[src/rtl/ssp_pkg.sv]
package ssp_pkg;
  localparam int unsigned CFG_W = 7;

  typedef struct packed {
    logic       od;
    logic       ext_clk;
    logic       two_wire;
    logic       msb_first;
    logic [2:0] rate;
  } ssp_cfg_t;
endpackage

[src/rtl/ssp_clkgen.sv]
module ssp_clkgen #(
  parameter int unsigned CW = 9
) (
  input  logic          clk,
  input  logic          rst_n,
  input  logic          run,
  input  logic [CW-1:0] half,
  output logic          sck_q,
  output logic          fall_ev,
  output logic          rise_ev
);
  logic [CW-1:0] cnt;
  logic          tick;

  assign tick    = run && (cnt == half - 1'b1);
  assign fall_ev = tick && sck_q;
  assign rise_ev = tick && !sck_q;

  always_ff @(posedge clk or negedge rst_n) begin
    if (!rst_n) begin
      cnt   <= '0;
      sck_q <= 1'b1;
    end else if (!run) begin
      cnt   <= '0;
      sck_q <= 1'b1;
    end else if (tick) begin
      cnt   <= '0;
      sck_q <= ~sck_q;
    end else begin
      cnt <= cnt + 1'b1;
    end
  end
endmodule

[src/rtl/ssp_pin_sync.sv]
module ssp_pin_sync #(
  parameter int unsigned STAGES = 2
) (
  input  logic clk,
  input  logic rst_n,
  input  logic pin,
  output logic fall_ev,
  output logic rise_ev
);
  logic [STAGES:0] pipe;

  assign rise_ev = pipe[STAGES-1] && !pipe[STAGES];
  assign fall_ev = !pipe[STAGES-1] && pipe[STAGES];

  always_ff @(posedge clk or negedge rst_n) begin
    if (!rst_n) pipe <= '1;
    else        pipe <= {pipe[STAGES-1:0], pin};
  end
endmodule

[src/rtl/ssp_shifter.sv]
module ssp_shifter #(
  parameter int unsigned W = 8
) (
  input  logic         clk,
  input  logic         rst_n,
  input  logic         start_req,
  input  logic         load_we,
  input  logic [W-1:0] load_data,
  input  logic         fall_ev,
  input  logic         rise_ev,
  input  logic         rx_bit,
  input  logic         msb_first,
  output logic [W-1:0] shreg,
  output logic         tx_bit,
  output logic         busy,
  output logic         done_ev
);
  localparam int unsigned CNTW = (W > 2) ? $clog2(W) : 1;

  function automatic logic [W-1:0] next_word(logic [W-1:0] v, logic b, logic msb);
    return msb ? {v[W-2:0], b} : {b, v[W-1:1]};
  endfunction

  function automatic logic out_bit(logic [W-1:0] v, logic msb);
    return msb ? v[W-1] : v[0];
  endfunction

  logic [CNTW-1:0] rise_cnt;
  logic            seen_fall;
  logic            samp;

  assign tx_bit  = out_bit(shreg, msb_first);
  assign done_ev = busy && rise_ev && (rise_cnt == CNTW'(W - 1));

  always_ff @(posedge clk or negedge rst_n) begin
    if (!rst_n) begin
      shreg     <= '0;
      busy      <= 1'b0;
      rise_cnt  <= '0;
      seen_fall <= 1'b0;
      samp      <= 1'b0;
    end else if (!busy) begin
      if (load_we) shreg <= load_data;
      if (start_req) begin
        busy      <= 1'b1;
        rise_cnt  <= '0;
        seen_fall <= 1'b0;
      end
    end else if (rise_ev) begin
      samp     <= rx_bit;
      rise_cnt <= rise_cnt + 1'b1;
      if (done_ev) begin
        shreg <= next_word(shreg, rx_bit, msb_first);
        busy  <= 1'b0;
      end
    end else if (fall_ev) begin
      if (seen_fall) shreg <= next_word(shreg, samp, msb_first);
      seen_fall <= 1'b1;
    end
  end
endmodule

[src/rtl/ssp_channel.sv]
module ssp_channel
  import ssp_pkg::*;
#(
  parameter int unsigned W      = 8,
  parameter int unsigned DIV_R0 = 360,
  parameter int unsigned DIV_R1 = 120,
  parameter int unsigned DIV_R2 = 24,
  parameter int unsigned DIV_R3 = 16,
  parameter int unsigned DIV_R4 = 12,
  parameter int unsigned DIV_R5 = 10
) (
  input  logic             clk,
  input  logic             rst_n,
  input  logic             cfg_we,
  input  logic [CFG_W-1:0] cfg_wdata,
  input  logic             data_we,
  input  logic [W-1:0]     data_wdata,
  input  logic             start,
  output logic [W-1:0]     rd_data,
  output logic             busy,
  output logic             irq,
  input  logic             sck_in,
  output logic             sck_out,
  output logic             sck_oe,
  input  logic             si_in,
  input  logic             sd_in,
  output logic             so_out,
  output logic             so_oe,
  output logic             od_en
);
  localparam int unsigned CW = $clog2(DIV_R0 + 1);

  function automatic logic [CW-1:0] half_of(logic [2:0] code);
    case (code)
      3'd0:    return CW'(DIV_R0 / 2);
      3'd1:    return CW'(DIV_R1 / 2);
      3'd2:    return CW'(DIV_R2 / 2);
      3'd3:    return CW'(DIV_R3 / 2);
      3'd4:    return CW'(DIV_R4 / 2);
      default: return CW'(DIV_R5 / 2);
    endcase
  endfunction

  ssp_cfg_t      cfg_q;
  logic [CW-1:0] half;
  logic          gen_fall, gen_rise, ext_fall, ext_rise;
  logic          shift_fall, shift_rise, done_ev, rx_bit, sck_q;

  assign half = half_of(cfg_q.rate);

  always_ff @(posedge clk or negedge rst_n) begin
    if (!rst_n) begin
      cfg_q <= '0;
      irq   <= 1'b0;
    end else begin
      if (cfg_we && !busy) cfg_q <= ssp_cfg_t'(cfg_wdata);
      irq <= done_ev;
    end
  end

  ssp_clkgen #(.CW(CW)) u_gen (
    .clk(clk), .rst_n(rst_n), .run(busy && !cfg_q.ext_clk), .half(half),
    .sck_q(sck_q), .fall_ev(gen_fall), .rise_ev(gen_rise)
  );

  ssp_pin_sync #(.STAGES(2)) u_sync (
    .clk(clk), .rst_n(rst_n), .pin(sck_in),
    .fall_ev(ext_fall), .rise_ev(ext_rise)
  );

  assign shift_fall = cfg_q.ext_clk ? ext_fall : gen_fall;
  assign shift_rise = cfg_q.ext_clk ? ext_rise : gen_rise;
  assign rx_bit     = cfg_q.two_wire ? sd_in : si_in;

  ssp_shifter #(.W(W)) u_shift (
    .clk(clk), .rst_n(rst_n), .start_req(start), .load_we(data_we),
    .load_data(data_wdata), .fall_ev(shift_fall), .rise_ev(shift_rise),
    .rx_bit(rx_bit), .msb_first(cfg_q.msb_first), .shreg(rd_data),
    .tx_bit(so_out), .busy(busy), .done_ev(done_ev)
  );

  assign sck_out = sck_q;
  assign sck_oe  = !cfg_q.ext_clk;
  assign so_oe   = busy;
  assign od_en   = cfg_q.od;
endmodule

[config.mk]
export PLATFORM = sky130hd
export DESIGN_NAME = ssp_channel
export DESIGN_NICKNAME = d
export VERILOG_FILES = /design/src/rtl/ssp_pkg.sv /design/src/rtl/ssp_clkgen.sv /design/src/rtl/ssp_pin_sync.sv /design/src/rtl/ssp_shifter.sv /design/src/rtl/ssp_channel.sv
export SDC_FILE = /design/constraint.sdc
export NUM_CORES = 1
export LEC_CHECK = 0
export BUFFER_PORTS_ARGS = -buffer_cell sky130_fd_sc_hd__buf_2
export CORE_MARGIN = 10
export CORE_UTILIZATION = 25
export CTS_BUF_LIST = sky130_fd_sc_hd__clkbuf_16
export DETAILED_ROUTE_END_ITERATION = 16
export GPL_TIMING_DRIVEN = 0
export MAX_ROUTING_LAYER = met4
export PLACE_DENSITY_LB_ADDON = 0.15
export SLEW_MARGIN = 5
export SYNTH_ARGS = -nofsm -noshare
export SYNTH_HDL_FRONTEND = slang
export SYNTH_SLANG_ARGS = --single-unit
[constraint.sdc]
create_clock -name clk -period 2.82 [get_ports clk]
set_input_delay 0.141 -clock clk [delete_from_list [all_inputs] [get_ports clk]]
set_output_delay 0.141 -clock clk [all_outputs]
set_load 0.005 [all_outputs]
==> impl_metrics.sql <==
INSERT INTO impl_metrics (metric_group, metric, value, unit) VALUES
('run_status', 'run_status', 'finished with violations', ''),
('run_status', 'violated_checks', 'hold timing', ''),
('logic_synthesis', 'number_of_register_bits_inferred_by_synthesis', '35', ''),
('logic_synthesis', 'synthesis.nets', '203', ''),
('flow_run', 'timing.max_cap.violations', '0', ''),
('sta', 'finalSetupViolCount', '0', ''),
('logic_synthesis', 'synth_top_area_frac', '0.412', ''),
('floorplanning', 'rows', '31', ''),
('grt', 'via_count_of_the_first_global_routing_pass', '1520', ''),
('setup_path', 'start_kind', 'flop', ''),
('clock_network', 'cts-htree-levels', '2', ''),
('logic_synthesis', 'synthesis.area', '1880', 'um^2'),
('power', 'power.ir.vdd_worst', '0.000229', 'V'),
('drt', 'wire_length_after_detailed_routing', '4620', 'um'),
('floorplanning', 'io_pins', '38', ''),
('placed_design', 'dpl_cell_area', '2190', 'um^2'),
('logic_synthesis', 'synth_largest_area_cell', 'dfrtp_1', ''),
('sta', 'setup-tns-final', '0', 'ns'),
('clock_network', 'cts.sinks', '35', ''),
('clock_network', 'clk_pin_slew', '0.06', 'ns'),
('sta', 'post-route-worst-setup-slack', '0.257', 'ns'),
('logic_synthesis', 'synth_ff_type', 'dfrtp_1', ''),
('sta', 'finalHoldViolations', '31', ''),
('clock_network', 'numCtsBuffers', '5', ''),
('placed_design', 'pre_cts_ws', '0.132', 'ns'),
('logic_synthesis', 'post_synthesis_area_per_instance', '10.6', 'um^2'),
('layout', 'numnets_final', '248', ''),
('clock_network', 'worstSkewPairLatency', '0.28', 'ns'),
('clock_network', 'post_cts.repair.setup_buffers', '0', ''),
('drt', 'total_via_count_in_the_routed_design', '1443', ''),
('placed_design', 'quantity_of_i_o_buffers_inserted_on_ports', '37', ''),
('hold_path', 'hold_path.class', 'primary input to async pin', ''),
('layout', 'flow.area_growth_from_synthesis', '24.8', '%'),
('power', 'p_per_area', '994', 'nW/um^2'),
('drt', 'routed_wire_length_per_instance', '14.4', 'um'),
('sta', 'worst_slew_pin_slew', '0.839', 'ns'),
('sta', 'drv_slew', '0', ''),
('power', 'power.static_leakage', '1.03', 'nW'),
('setup_path', 'cp-end-kind', 'flop', ''),
('logic_synthesis', 'synth_commonest_cells', '31 x dfrtp_1, 24 x nor2_1, 10 x a21oi_1, 10 x mux2_2, 9 x nand2_1', ''),
('logic_synthesis', 'synth_enable_flop_cells', '0', ''),
('logic_synthesis', 'post_synth_inst_count', '177', ''),
('layout', 'stdcell_area', '2350', 'um^2'),
('sta', 'timing.clock.skew', '0.00590', 'ns'),
('grt', 'grt_overflow_total', '0', ''),
('logic_synthesis', 'yosys_warnings', '0', ''),
('floorplanning', 'floorplan.die_area', '11400', 'um^2'),
('sta', 'slew-limit-headroom', '0.441', ''),
('grt', 'antenna_found_initial', '0', ''),
('grt', 'grt_pass1_wl', '7800', 'um'),
('clock_network', 'cts_tree', 'done', ''),
('sta', 'unrepaired_setup_endpoints_after_global_routing', 'no', ''),
('placed_design', 'globalplace.congestion', '0.741', ''),
('logic_synthesis', 'synthTopCellsByArea', 'dfrtp_1 41%, mux2_2 6.0%, dfstp_2 5.6%', ''),
('sta', 'layout_min_cycle_time', '2.56', 'ns'),
('sta', 'worst_hold_slack', '-0.0360', 'ns'),
('floorplanning', 'coreArea', '7290', 'um^2'),
('clock_network', 'clock_tree.buffer_depth', '2', ''),
('drt', 'drt_iter0_drc', '60', ''),
('floorplanning', 'die_height', '107', 'um'),
('layout', 'instances_no_fill', '322', ''),
('setup_path', 'worstPathArrival', '2.73', 'ns'),
('layout', 'antenna_cells', '0', ''),
('logic_synthesis', 'synth_cell_type_count', '44', ''),
('logic_synthesis', 'ys_async_sr_fraction', '1.00', ''),
('drt', 'firstDrtPassIters', '4', ''),
('logic_synthesis', 'yosysMostFrequentCell', 'dfrtp_1', ''),
('clock_network', 'clk_root_buffer_cell', 'clkbuf_16', ''),
('placed_design', 'placedCellCount', '313', ''),
('layout', 'final.fill_count', '814', ''),
('grt', 'groute.usage.overall', '0.0880', '');
[power by group]
group          internal, mW  switching (mW)
combinational         0.521           0.439
clock                 0.321           0.205
sequential            0.673           0.177
total                  1.51           0.821
[final timing paths]
check,start,endpoint,slack [ns],depth (start not counted)
max,cfg_q[1],u_shift.shreg[5],0.26,8
min,rst_n,u_gen.cnt[5],-0.04,1
max reg2reg,cfg_q[1],u_shift.shreg[5],0.26,8
min reg2reg,u_sync.pipe[0],u_sync.pipe[1],0.35,0
max in group asynchronous,rst_n,cfg_q[3],2.32,1
min in group clk,cfg_wdata[5],cfg_q[5],0.10,3
[critical path: stages, from the launching register on]
cell       delay [ns]
dfrtp_1          0.45
nor4_1           0.31
o2111ai_1        0.15
a22o_1           0.31
or2_1            0.24
buf_6            0.13
o21ai_4          0.29
a31oi_4          0.23
mux2_4           0.34
[registers in the layout (all words and copies together), names as in the netlist, 3 cells and up]
signal and count:
u_shift.shreg 8, cfg_q 6, u_shift.rise_cnt 3, u_sync.pipe 3
u_gen.cnt 9
[metrics by stage]
| stage | total power, mW | util |
|---|---|---|
| after floorplan | 1.53 | - |
| after global placement | 1.82 | 0.301 |
| after detailed placement | 1.82 | 0.301 |
| after CTS | 2.36 | 0.321 |
| after global routing | 2.54 | 0.322 |
| final | 2.34 | 0.322 |
[metal layers]
layer / vias to the layer above / routed length, um / global-route usage
met4: 0 / 84 / 0.0406
met3: 7 / 254 / 0.0263
met5: - / 0 / -
met1: 686 / 2280 / 0.112
li1: 714 / - / -
met2: 36 / 2000 / 0.125
[cells by family after synthesis]
family | count (synthesis) | share of synthesized area
AOI/OAI and AO/OA | 34 | 0.133
xor gates and xnor gates | 9 | 0.0419
adders and majority gates | 4 | 0.0259
buffers and inverters | 15 | 0.0365
DFF | 35 | 0.468
muxes | 24 | 0.150
and+or+nand+nor | 56 | 0.145
[layout by cell type (no fill, tap or decap), types with 2 or more instances in the layout]
cell type  count
buf_2         38
dfrtp_1       31
nor2_1        24
a21oi_1       10
mux2_2        10
nand2_1        9
mux2i_1        8
o21ai_0        7
inv_1          6
xor2_1         6
mux2_4         6
nor2b_1        5
clkbuf_1       5
clkbuf_16      5
nor3b_1        4
dfstp_2        4
a22o_1         3
nand3_1        3
xnor2_1        3
ha_1           3
nor3_1         2
o21ai_4        2
nand4_1        2
and3_2         2
a21o_1         2
clkinv_1       2
[repair_timing]
action / 4_1_cts / 5_1_grt
hold buffers: 1 / 0
endpoints found under the setup margin: 0 / 6
hold endpoints to repair: 1 / 0
gates resized for setup: 0 / 1
[layout make-up]
class / instances / area [um^2] / area share
multi-input cells: 127 / 941 / 0.400
flip-flops and latches: 35 / 881 / 0.375
repair buffers: 38 / 195 / 0.0831
clock buffers: 5 / 125 / 0.0532
well taps: 99 / 124 / 0.0527
plain buffers: 8 / 42.5 / 0.0181
inverters: 7 / 26.3 / 0.0112
clock inverters: 3 / 15.0 / 0.00639
Power figures use the tool's default switching activity.
